==> config.mk <==
export PLATFORM = sky130hd
export DESIGN_NAME = disp_irq_reg
export DESIGN_NICKNAME = d
export VERILOG_FILES = /design/src/rtl/disp_irq_pkg.sv /design/src/rtl/disp_irq_merge.sv /design/src/rtl/disp_irq_core.sv /design/src/rtl/disp_irq_gen.sv /design/src/rtl/disp_irq_reg.sv
export SDC_FILE = /design/constraint.sdc
export NUM_CORES = 1
export LEC_CHECK = 0
export BUFFER_PORTS_ARGS = -buffer_cell sky130_fd_sc_hd__buf_4
export CAP_MARGIN = 20
export CORE_MARGIN = 5
export CORE_UTILIZATION = 52
export DETAILED_ROUTE_END_ITERATION = 16
export GPL_ROUTABILITY_DRIVEN = 0
export GPL_TIMING_DRIVEN = 0
export PLACE_DENSITY = 0.95
export SYNTH_ARGS = -nofsm -noshare
export SYNTH_HDL_FRONTEND = slang
export SYNTH_SLANG_ARGS = --single-unit
==> constraint.sdc <==
create_clock -name clk_i -period 1.28 [get_ports clk_i]
set_input_delay 0.192 -clock clk_i [delete_from_list [all_inputs] [get_ports clk_i]]
set_output_delay 0.192 -clock clk_i [all_outputs]
set_load 0.02 [all_outputs]
==> src/rtl/disp_irq_pkg.sv <==
package disp_irq_pkg;
  localparam int unsigned REG_W  = 32;
  localparam int unsigned BYTES  = REG_W / 8;
  localparam int unsigned OFF_W  = $clog2(BYTES);
  localparam int unsigned SIZE_W = OFF_W + 1;

  localparam int unsigned LIVE_B   = 0;
  localparam int unsigned VB_EN_B  = 1;
  localparam int unsigned VB_FLG_B = 2;
  localparam int unsigned VL_EN_B  = 3;
  localparam int unsigned VL_FLG_B = 4;

  localparam logic [REG_W-1:0] RO_MASK  = REG_W'(1) << LIVE_B;
  localparam logic [REG_W-1:0] ACK_MASK = (REG_W'(1) << VB_FLG_B) | (REG_W'(1) << VL_FLG_B);
endpackage

==> src/rtl/disp_irq_merge.sv <==
module disp_irq_merge
  import disp_irq_pkg::*;
(
  input  logic [OFF_W-1:0]  off_i,
  input  logic [SIZE_W-1:0] size_i,
  input  logic [REG_W-1:0]  data_i,
  output logic              legal_o,
  output logic [REG_W-1:0]  bit_mask_o,
  output logic [REG_W-1:0]  bits_o
);
  logic [SIZE_W:0] end_pos;

  assign end_pos = (SIZE_W+1)'(off_i) + (SIZE_W+1)'(size_i);
  assign legal_o = $onehot(size_i) && (end_pos <= (SIZE_W+1)'(BYTES));
  assign bits_o  = data_i << {off_i, 3'b000};

  for (genvar g = 0; g < BYTES; g++) begin : g_lane
    logic lane_en;
    assign lane_en = legal_o && (g >= int'(off_i)) && (g < int'(end_pos));
    assign bit_mask_o[8*g +: 8] = {8{lane_en}};
  end
endmodule

==> src/rtl/disp_irq_core.sv <==
module disp_irq_core
  import disp_irq_pkg::*;
(
  input  logic             clk_i,
  input  logic             rst_ni,
  input  logic             wr_en_i,
  input  logic             legal_i,
  input  logic [REG_W-1:0] bit_mask_i,
  input  logic [REG_W-1:0] bits_i,
  input  logic             vblank_i,
  output logic [REG_W-1:0] q_o,
  output logic             err_o
);
  logic [REG_W-1:0] q_d, rw_mask, ack_hit;

  assign rw_mask = bit_mask_i & ~(RO_MASK | ACK_MASK);
  assign ack_hit = bit_mask_i & bits_i & ACK_MASK;

  always_comb begin
    q_d = q_o;
    if (wr_en_i && legal_i) begin
      q_d = (q_o & ~rw_mask) | (bits_i & rw_mask);
      q_d = q_d & ~ack_hit;
    end
    if (vblank_i) q_d = q_d | ACK_MASK;  // hardware set beats acknowledge
    q_d[LIVE_B] = vblank_i;
  end

  always_ff @(posedge clk_i or negedge rst_ni) begin
    if (!rst_ni) begin
      q_o   <= '0;
      err_o <= 1'b0;
    end else begin
      q_o   <= q_d;
      err_o <= wr_en_i & ~legal_i;
    end
  end

  p_live_follows_r1: assert property (@(posedge clk_i) disable iff (!rst_ni)
    1'b1 |=> q_o[LIVE_B] == $past(vblank_i));
  p_vblank_sets_r2: assert property (@(posedge clk_i) disable iff (!rst_ni)
    vblank_i |=> (q_o[VB_FLG_B] && q_o[VL_FLG_B]));
  p_ack_clears_r3: assert property (@(posedge clk_i) disable iff (!rst_ni)
    (wr_en_i && legal_i && !vblank_i && bit_mask_i[VB_FLG_B] && bits_i[VB_FLG_B])
    |=> !q_o[VB_FLG_B]);
  p_bad_write_r7: assert property (@(posedge clk_i) disable iff (!rst_ni)
    (wr_en_i && !legal_i) |=> (err_o && q_o[REG_W-1:5] == $past(q_o[REG_W-1:5])));
  p_no_lane_r7: assert property (@(posedge clk_i) disable iff (!rst_ni)
    !legal_i |-> bit_mask_i == '0);
endmodule

==> src/rtl/disp_irq_gen.sv <==
module disp_irq_gen
  import disp_irq_pkg::*;
(
  input  logic             clk_i,
  input  logic             rst_ni,
  input  logic [REG_W-1:0] q_i,
  output logic             irq_o
);
  logic req;

  assign req = (q_i[VB_FLG_B] & q_i[VB_EN_B]) | (q_i[VL_FLG_B] & q_i[VL_EN_B]);

  always_ff @(posedge clk_i or negedge rst_ni) begin
    if (!rst_ni) irq_o <= 1'b0;
    else         irq_o <= req;
  end

  p_irq_gated_r6: assert property (@(posedge clk_i) disable iff (!rst_ni)
    (!q_i[VB_EN_B] && !q_i[VL_EN_B]) |=> !irq_o);
  p_irq_raise_r6: assert property (@(posedge clk_i) disable iff (!rst_ni)
    (q_i[VB_FLG_B] && q_i[VB_EN_B]) |=> irq_o);
endmodule

==> src/rtl/disp_irq_reg.sv <==
module disp_irq_reg
  import disp_irq_pkg::*;
(
  input  logic              clk_i,
  input  logic              rst_ni,
  input  logic              wr_en_i,
  input  logic [OFF_W-1:0]  wr_off_i,
  input  logic [SIZE_W-1:0] wr_size_i,
  input  logic [REG_W-1:0]  wr_data_i,
  input  logic              vblank_i,
  output logic [REG_W-1:0]  rd_data_o,
  output logic              irq_o,
  output logic              wr_err_o
);
  logic             legal;
  logic [REG_W-1:0] bit_mask, bits;

  disp_irq_merge u_merge (
    .off_i     (wr_off_i),
    .size_i    (wr_size_i),
    .data_i    (wr_data_i),
    .legal_o   (legal),
    .bit_mask_o(bit_mask),
    .bits_o    (bits)
  );

  disp_irq_core u_core (
    .clk_i     (clk_i),
    .rst_ni    (rst_ni),
    .wr_en_i   (wr_en_i),
    .legal_i   (legal),
    .bit_mask_i(bit_mask),
    .bits_i    (bits),
    .vblank_i  (vblank_i),
    .q_o       (rd_data_o),
    .err_o     (wr_err_o)
  );

  disp_irq_gen u_gen (
    .clk_i (clk_i),
    .rst_ni(rst_ni),
    .q_i   (rd_data_o),
    .irq_o (irq_o)
  );
endmodule

==> results of run 1 <==
## power by group
group	internal, mW	total [mW]	switching (mW)
logic	1.13	2.16	1.03
registers	1.48	1.73	0.252
clock network	0.433	0.810	0.376
total	3.04	4.70	1.66
## metal layers
layer  global-route usage, %  vias to the layer above
met3                    5.89                       11
met2                    34.9                       66
met1                    28.5                      775
met4                    6.05                        0
li1                        -                      757
met5                       0                        -
## worst max path at each step
| stage | from | to | slack, ns | cells past startpoint |
|---|---|---|---|---|
| finish | wr_size_i[0] | register | -0.61 | 8 |
| detailed placement | wr_off_i[0] | register | -1.20 | 8 |
| CTS | wr_size_i[0] | register | -0.58 | 8 |
| global placement | wr_off_i[0] | register | -1.18 | 8 |
| floorplan | wr_off_i[0] | register | -0.94 | 7 |
| global route | wr_size_i[0] | register | -0.67 | 8 |
## cell usage after synthesis, drive strengths merged
| cell | number | area share (%) |
|---|---|---|
| and2 | 1 | 0.32 |
| o211a | 1 | 0.51 |
| a221oi | 1 | 1.3 |
| dfrtp | 34 | 44 |
| inv | 3 | 0.58 |
| clkbuf | 2 | 0.38 |
| o22a | 2 | 0.90 |
| fa | 2 | 2.1 |
| o21ai | 15 | 3.8 |
| or2 | 1 | 0.32 |
| nand3 | 2 | 0.51 |
| o22ai | 1 | 0.32 |
| a21o | 1 | 0.38 |
| nor2 | 3 | 0.58 |
| nand2 | 17 | 3.3 |
| a211oi | 2 | 1.4 |
| ha | 2 | 1.3 |
| mux2 | 37 | 21 |
| mux2i | 16 | 8.2 |
| nor2b | 3 | 0.96 |
| nand4 | 2 | 2.2 |
| nand2b | 3 | 0.96 |
| a31oi | 1 | 0.32 |
| a21oi | 1 | 0.26 |
| nor4 | 1 | 0.32 |
| a22o | 1 | 0.45 |
| buf | 6 | 2.2 |
| a22oi | 1 | 0.38 |
| xor2 | 1 | 0.83 |
## cell type report
class | count | share of cell area, %
buffer | 8 | 1.82
clock buffer | 7 | 3.06
clock inverter | 1 | 0.178
inverter | 3 | 0.400
multi-input combinational | 118 | 40.4
sequential | 34 | 30.2
tap | 48 | 2.13
timing repair buffer | 78 | 21.8
## logic make-up (layout without fill, tap and decap cells)
group	Yosys count	in the layout
adders and majority gates	4	4
and+or+nand+nor	33	33
buffers and inverters	11	97
muxes	53	53
DFF	34	34
AOI/OAI and AO/OA	27	27
xor gates and xnor gates	1	1
## what timing repair did
action                                  4_1_cts  5_1_grt
hold endpoints to repair                     34        0
hold buffers                                  1        0
setup buffers                                 4        0
endpoints found under the setup margin       32       32
resized for setup                             3        4
pin swaps                                     7        0
## through the flow
step	instance area [µm²]	hold WS, ns
final	2820	0.0432
after detailed placement	2640	0.155
after floorplan	2030	-0.104
after global routing	2820	0.0367
after CTS	2800	0.0341
after global placement	2640	0.152
==> out/results.txt, run 1 <==
Initial Utilization: 53.3%
WP buf/inv: 2
crit path DAT: 2.07 ns
Final ANT Viol Nets: 0
critical path's slowest cell: fa_2
max_slew headroom: 66.6%
Final Non-Filler Cells: 297
warnings from Yosys: 0
DRC: 0
compound-cell area share of the yosys netlist: 10.1%
min-delay worst type: in -> reg
Die Span X: 71.3 µm
hold endpoint: u_core.q_o[0]$_DFF_PN0_
peak supply drop: 1400 µV
fmax: 0.528 GHz
Synth Register Bits: 34
Mapped Area: 1950 µm²
Mapped Nets: 208
Worst-Margin Slew: 0.499 ns
R2R depth: 1
I/O Buffers: 73
Simple-Gate Fraction of Synth Area: 9.42%
setup ws final: -0.615 ns
Final period util: 148%
Post-Syn Instances: 163
HP Start: vblank_i
PwrDens: 1670 nW/µm²
CTS buffer count: 5
multiplexer share of the synthesized area: 29.5%
main combinational cell family by area after synthesis: multiplexers
delay-heaviest family, CP: adder cells
CP Capture Type: register
GRT Util Overall: 21.6%
CTS Sinks: 34
die area: 5080 µm²
Final Core Density: 77.0%
area grow syn2layout: 44.3%
setup_tns: -17.06 ns
I/O Pins: 75
RSZ-0062 raised after global routing: yes
Mapped Avg Cell Area: 12.0 µm²
antenna violations before repair: 0
status: complete, but fails checks
crit path launch type: input port
met2 routed WL: 2600 µm
Worst Hold Depth: 1
clk slew on worst S/H paths: 0.06 ns
CP cell instances: buf_8, ha_4, fa_2, or2_4, a221oi_4, o211a_1, buf_6, mux2_4
clock latency on the worst-skew pair: 0.29 ns
WL met1: 2240 µm
CP required: 1.45 ns
Cell variety after synth: 34
wirelength, routed: 5310 µm
CTS Buffer Depth: 2
Worst R2R Setup Slack: 0.49 ns
failing checks: setup timing
Vias: 1609
Post-Place Worst Slack: -1.20 ns
setup violators final: 32
largest net degree at the start of global routing: 35
most common cell after layout, fill and taps aside: buf_4
post-synthesis xor/xnor area fraction: 0.833%
fillers: 225
share of cells above drive strength 1: 54.2%
most frequent cells in the layout: buf_4, dfrtp_1, mux2_2, nand2_1, mux2_4
Worst Skew: 0.00108 ns
Worst Setup Path Type: in -> reg
post-route total power: 4.70 mW
Post-Synth Adder-Cell Area: 3.33%
Max Cap Viol: 0
final hold vios: 0
gr ovfl total: 0
final slew viol count: 0
WL met3: 357 µm
H-tree levels: 2
dpl hpwl: 4100 µm
first-pass GRT wire length: 8580 µm
row cnt: 22
CTS tree: done
root buffer cell: clkbuf_8
register area: 851 µm²
First DRT Iteration DRCs: 98
register area share after synthesis: 43.6%
area of the core: 3660 µm²
Layout Nets: 293
Crit path largest cell delay: 0.44 ns
DR WL/cell: 17.9 µm
routed vias/inst: 5.42
vias in the first global route: 1736
DR top layer: met4
Antenna Cells: 0
Die Y: 71.3 µm
Post-Place Cells: 284
fin crit period: 1.89 ns
Crit Path Max Fanout: 8
drt first pass iters: 4
Lkg Pwr: 1.38 nW
area of the multi-input gates: 1140 µm²
Power figures use the tool's default switching activity.
==> inputs of run 2 (changes only) <==
CORE_UTILIZATION = 49   (was 52)
GPL_ROUTABILITY_DRIVEN = unset   (was 0)
PLACE_DENSITY = 0.92   (was 0.95)
SETUP_SLACK_MARGIN = 0.2   (was unset)
clock period = 2 ns   (was 1.28 ns; I/O delays follow)
==> run 2 against run 1 <==
The flow still finishes with violations (setup timing). Global-route usage hardly changed. Clock skew up 0.0043 ns. Sequential power is 36% lower. Routed wire length is 4.2% higher. Combinational power fell by 35%. Die area rose by 5.3%. Largest cell class unchanged. Highest routed layer unchanged.
==> out/results.txt, run 2 (synthesis gave the netlist of run 1 again) <==
area of the core: 3940 µm² (was 3660 µm²)
CP required: 2.17 ns (was 1.45 ns)
Worst Setup Path Type: in -> reg (unchanged)
setup violators final: 16 (was 32)
Post-Place Cells: 286 (was 284)
routability congestion estimate: 0.822
Worst Skew: 0.00536 ns (was 0.00108 ns)
CTS tree: done (unchanged)
Antenna Cells: 0 (unchanged)
final hold vios: 0 (unchanged)
area grow syn2layout: 45.1% (was 44.3%)
Lkg Pwr: 1.39 nW (was 1.38 nW)
Post-Place Worst Slack: -0.613 ns (was -1.20 ns)
drt first pass iters: 4 (unchanged)
PwrDens: 1070 nW/µm² (was 1670 nW/µm²)
First DRT Iteration DRCs: 96 (was 98)
antenna violations before repair: 0 (unchanged)
largest net degree at the start of global routing: 35 (unchanged)
clock latency on the worst-skew pair: 0.29 ns (about the same)
area of the multi-input gates: 1130 µm² (was 1140 µm²)
first-pass GRT wire length: 8720 µm (was 8580 µm)
crit path DAT: 2.24 ns (was 2.07 ns)
Die Y: 73.1 µm (was 71.3 µm)
DR WL/cell: 18.3 µm (was 17.9 µm)
crit path launch type: input port (unchanged)
Final Core Density: 71.9% (was 77.0%)
dpl hpwl: 3940 µm (was 4100 µm)
fmax: 0.484 GHz
Layout Nets: 296 (was 293)
Initial Utilization: 49.5% (was 53.3%)
Final ANT Viol Nets: 0 (unchanged)
H-tree levels: 2 (unchanged)
CP cell instances: buf_8, ha_4, fa_2, or2_4, a221oi_4, o211a_1, buf_6, mux2_4 (unchanged)
share of cells above drive strength 1: 55.2% (was 54.2%)
final slew viol count: 0 (unchanged)
Max Cap Viol: 0 (unchanged)
CTS Buffer Depth: 2 (unchanged)
I/O Pins: 75 (unchanged)
status: complete, but fails checks (unchanged)
setup_tns: -0.557 ns (was -17.06 ns)
row cnt: 23 (was 22)
root buffer cell: clkbuf_8 (unchanged)
fin crit period: 2.06 ns
register area: 851 µm² (unchanged)
CTS buffer count: 5 (unchanged)
CP Capture Type: register (unchanged)
Final Non-Filler Cells: 302 (was 297)
Worst-Margin Slew: 0.485 ns (was 0.499 ns)
Die Span X: 73.1 µm (was 71.3 µm)
post-route total power: 3.03 mW (was 4.70 mW)
most common cell after layout, fill and taps aside: buf_4 (unchanged)
Final period util: 103%
CTS Sinks: 34 (unchanged)
failing checks: setup timing (unchanged)
GRT Util Overall: 21.5% (was 21.6%)
clk slew on worst S/H paths: 0.06 ns (about the same)
min-delay worst type: in -> reg (unchanged)
wirelength, routed: 5530 µm (was 5310 µm)
vias in the first global route: 1704 (was 1736)
setup ws final: -0.0649 ns (was -0.615 ns)
most frequent cells in the layout: buf_4, dfrtp_1, mux2_2, nand2_1, mux2_4 (unchanged)
max_slew headroom: 67.6% (was 66.6%)
RSZ-0062 raised after global routing: yes (unchanged)
critical path's slowest cell: fa_2 (unchanged)
peak supply drop: 747 µV (was 1400 µV)
I/O Buffers: 73 (unchanged)
die area: 5350 µm² (was 5080 µm²)
routed vias/inst: 5.38 (was 5.42)
DRC: 0 (unchanged)
gr ovfl total: 0 (unchanged)
Crit Path Max Fanout: 8 (unchanged)
Crit path largest cell delay: 0.44 ns (about the same)
fillers: 273 (was 225)
Vias: 1625 (was 1609)
## run 2: power breakdown
part / total [mW] / internal (mW) / switching [mW]
registers: 1.10 / 0.945 / 0.160
clock network: 0.524 / 0.277 / 0.246
logic: 1.40 / 0.727 / 0.675
total: 3.03 / 1.95 / 1.08
## run 2: timing repair
action                     CTS  global route
gates resized for setup      2             5
pin swaps                    7             1
setup buffers                5             2
cloned                       0             0
hold endpoints to repair    34             0
setup endpoints to repair   31            31
hold buffers                 1             0
## run 2: worst max-delay path: cells and delay by family
| kind | cells | cell delay (ns) |
|---|---|---|
| mux | 1 | 0.31 |
| simple gates | 1 | 0.26 |
| fa+ha+maj | 2 | 0.59 |
| buf+inv | 2 | 0.26 |
| compound gates | 2 | 0.50 |
## run 2: worst paths after layout
check                              from                         end  slack, ns  depth (start not counted)
hold / removal                 vblank_i     u_core.q_o[0]$_DFF_PN0_       0.16                          1
setup / recovery           wr_size_i[0]                    register      -0.06                          8
min in group asynchronous        rst_ni  asynchronous set/reset pin       0.48                          2
hold reg to reg                register                    register       0.51                          1
max in group asynchronous        rst_ni  asynchronous set/reset pin       1.21                          2
setup reg to reg               register                    register       1.19                          1
## run 2: final cells by class
class | instances | area share [%]
Clock inverter | 1 | 0.177
Inverter | 3 | 0.397
Sequential cell | 34 | 30.0
Buffer | 8 | 1.81
Tap cell | 50 | 2.21
Multi-Input combinational cell | 118 | 39.8
Timing Repair Buffer | 81 | 22.5
Clock buffer | 7 | 3.05
## run 2: per-stage QoR
| step | cell area [µm²] | hold slack [ns] |
|---|---|---|
| 3_5_place_dp | 2640 | 0.266 |
| 4_1_cts | 2800 | 0.152 |
| 6_report | 2830 | 0.157 |
| 3_3_place_gp | 2640 | 0.262 |
| 5_1_grt | 2830 | 0.154 |
| 2_1_floorplan | 2030 | 0.00441 |
## run 2: per-layer routing
layer / wire length (µm) / track usage (%) / vias up / part of all wire (%)
met4: 115 / 7.58 / 0 / 2.1
met2: 2720 / 34.0 / 52 / 49
met1: 2400 / 28.5 / 803 / 43
li1: - / - / 761 / -
met3: 300 / 5.65 / 9 / 5.4
met5: 0 / 0 / - / 0
==> inputs of run 3 (changes only) <==
ABC_AREA = 1   (was unset)
RECOVER_POWER = 25   (was unset)
==> run 3 against run 2 <==
The run now ends clean. Critical path depth grew 3. Clock power grew 14%. Synthesized cell count grew 59%. Critical path type unchanged. Largest cell class unchanged. Highest routed layer unchanged.
==> out/results.txt, run 3 <==
I/O Pins: 75 (unchanged)
fmax: 0.564 GHz (was 0.484 GHz)
predominant post-synthesis flop cell: dfrtp_1 (unchanged)
H-tree levels: 2 (unchanged)
Final period util: 88.6% (was 103%)
fin crit period: 1.77 ns (was 2.06 ns)
Post-synth EDFFs: 0 (unchanged)
Die Span X: 73.8 µm (was 73.1 µm)
wirelength, routed: 5910 µm (was 5530 µm)
delay-heaviest family, CP: adder cells (unchanged)
Max Cap Viol: 0 (unchanged)
DR WL/cell: 14.9 µm (was 18.3 µm)
Mapped Avg Cell Area: 7.70 µm² (was 12.0 µm²)
top cell type's share of synthesized area: 42.7% (was 43.6%)
Worst-Margin Slew: 0.836 ns (was 0.485 ns)
Layout Nets: 391 (was 296)
Mapped Area: 1990 µm² (was 1950 µm²)
crit path DAT: 1.95 ns (was 2.24 ns)
dpl hpwl: 4440 µm (was 3940 µm)
Post-Syn Instances: 259 (was 163)
share of cells above drive strength 1: 35.4% (was 55.2%)
first-pass GRT wire length: 9520 µm (was 8720 µm)
antenna violations before repair: 0 (unchanged)
CP Capture Type: register (unchanged)
Final Non-Filler Cells: 397 (was 302)
peak supply drop: 404 µV (was 747 µV)
WP buf/inv: 4 (was 2)
CTS Buffer Depth: 2 (unchanged)
Lkg Pwr: 1.56 nW (was 1.39 nW)
max_slew headroom: 44.2% (was 67.6%)
area of the core: 3970 µm² (was 3940 µm²)
Cell variety after synth: 23 (was 34)
synth cell count leaders: nand2_1, dfrtp_1, o21ai_0 (was mux2_2, dfrtp_1, nand2_1)
critical path's slowest cell: fa_1 (was fa_2)
final hold vios: 0 (unchanged)
clk slew on worst S/H paths: 0.07 ns (was 0.06 ns)
clock latency on the worst-skew pair: 0.29 ns (about the same)
root buffer cell: clkbuf_8 (unchanged)
vias in the first global route: 2138 (was 1704)
Hold WS: 0.148 ns (was 0.157 ns)
most frequent cell after synthesis: nand2_1 (was mux2_2)
Die Y: 73.8 µm (was 73.1 µm)
warnings from Yosys: 0 (unchanged)
post-synth top area cell: dfrtp_1 (unchanged)
status: finished clean (was complete, but fails checks)
routed vias/inst: 5.32 (was 5.38)
CP required: 2.18 ns (was 2.17 ns)
most common cell after layout, fill and taps aside: nand2_1 (was buf_4)
Antenna Cells: 0 (unchanged)
final slew viol count: 0 (unchanged)
GRT Util Overall: 22.9% (was 21.5%)
register area share after synthesis: 42.7% (was 43.6%)
CTS Sinks: 34 (unchanged)
CTS buffer count: 5 (unchanged)
drt first pass iters: 4 (unchanged)
Post-Place Cells: 383 (was 286)
setup_tns: 0 ns (was -0.557 ns)
First DRT Iteration DRCs: 155 (was 96)
CTS tree: done (unchanged)
most frequent cells in the layout: nand2_1, buf_4, dfrtp_1, inv_1, o21ai_1 (was buf_4, dfrtp_1, mux2_2, nand2_1, mux2_4)
CP cell instances: buf_4, ha_4, fa_1, nor2_2, inv_1, nand3_2, nand3_4, buf_12, buf_2, o21ai_2, nand2_1 (was buf_8, ha_4, fa_2, or2_4, a221oi_4, o211a_1, buf_6, mux2_4)
Worst Skew: 0.000342 ns (was 0.00536 ns)
area grow syn2layout: 42.9% (was 45.1%)
Initial Utilization: 50.2% (was 49.5%)
Vias: 2112 (was 1625)
RSZ-0062 raised after global routing: yes (unchanged)
routability congestion estimate: 0.885 (was 0.822)
setup violators final: 0 (was 16)
area post-placement: 2630 µm² (was 2640 µm²)
Mapped Nets: 304 (was 208)
largest net degree at the start of global routing: 35 (unchanged)
row cnt: 23 (unchanged)
Crit Path Max Fanout: 6 (was 8)
ys async rst share: 100% (unchanged)
Synth Register Bits: 34 (unchanged)
fin area: 2850 µm² (was 2830 µm²)
I/O Buffers: 74 (was 73)
DRC: 0 (unchanged)
Final Core Density: 71.7% (was 71.9%)
crit path launch type: input port (unchanged)
min-delay worst type: in -> reg (unchanged)
synth top area cells: dfrtp_1, nand2_1, o21ai_0 (was dfrtp_1, mux2_2, mux2i_1)
Crit path largest cell delay: 0.47 ns (was 0.44 ns)
die area: 5440 µm² (was 5350 µm²)
Worst Setup Path Type: in -> reg (unchanged)
gr ovfl total: 0 (unchanged)
PwrDens: 1010 nW/µm² (was 1070 nW/µm²)
Final ANT Viol Nets: 0 (unchanged)
## run 3: cell count changes after synthesis, moves of 4 or more
cell      change
inv_1        +15
inv_2         +4
mux2_2       -35
mux2i_1      -16
nand2_1     +100
nand3_1      +10
nor2_2        +5
o211ai_1      +9
o21ai_0       +8
o21ai_1       +6
## run 3: where the power goes
group / internal [mW] / switching, mW / leakage [nW]
combinational: 0.525 / 0.698 / 1.07
sequential: 0.920 / 0.138 / 0.429
clock: 0.347 / 0.247 / 0.0575
total: 1.79 / 1.08 / 1.56
## run 3: routing by layer
metal  GRT usage (%)  share of wire, %  vias up
met1            28.6                38      984
li1                -                 -     1008
met5               0                 0        -
met3            4.10               8.5       17
met4            9.86               2.7        0
met2            38.6                51      103
## run 3: cell families (layout without fill, tap and decap cells)
| kind of cell | Yosys count | in the layout | synth area share, % |
|---|---|---|---|
| buffers and inverters | 29 | 117 | 6.84 |
| adder cells (fa/ha/maj) | 4 | 4 | 3.26 |
| AND/OR/NAND/NOR | 148 | 148 | 34.3 |
| flip-flops | 34 | 34 | 42.7 |
| AO/OA/AOI/OAI | 44 | 44 | 12.9 |
## run 3: what timing repair did
action / CTS / global route
cloned: 2 / 0
hold buffers: 1 / 0
endpoints found under the setup margin: 30 / 27
setup buffers: 3 / 0
gates resized for setup: 2 / 7
hold endpoints to repair: 34 / 0
pin swaps: 2 / 2
## run 3: worst paths after layout
check | start | to | slack, ns | cells past startpoint
setup / recovery | wr_off_i[0] | register | 0.23 | 11
hold / removal | vblank_i | u_core.q_o[0]$_DFF_PN0_ | 0.15 | 1
setup reg to reg | register | u_gen.irq_o$_DFF_PN0_ | 1.26 | 1
hold reg to reg | register | register | 0.48 | 2
max in group asynchronous | rst_ni | asynchronous set/reset pin | 0.83 | 2
min in group asynchronous | rst_ni | asynchronous set/reset pin | 0.64 | 2
## run 3: layout make-up
class / instances / area [µm²]
Multi-Input combinational cell: 196 / 1040
Fill cell: 296 / 1120
Sequential cell: 34 / 851
Tap cell: 50 / 62.6
Clock buffer: 8 / 110
Timing Repair Buffer: 80 / 636
Inverter: 22 / 87.6
Buffer: 7 / 57.6
## run 3: per-stage QoR
| step | power (mW) | worst slack, ns |
|---|---|---|
| finish | 2.88 | 0.228 |
| global route | 3.04 | 0.157 |
| CTS | 2.86 | 0.225 |
| detailed placement | 2.25 | -0.231 |
| global placement | 2.21 | -0.150 |
| floorplan | 1.68 | 0.138 |
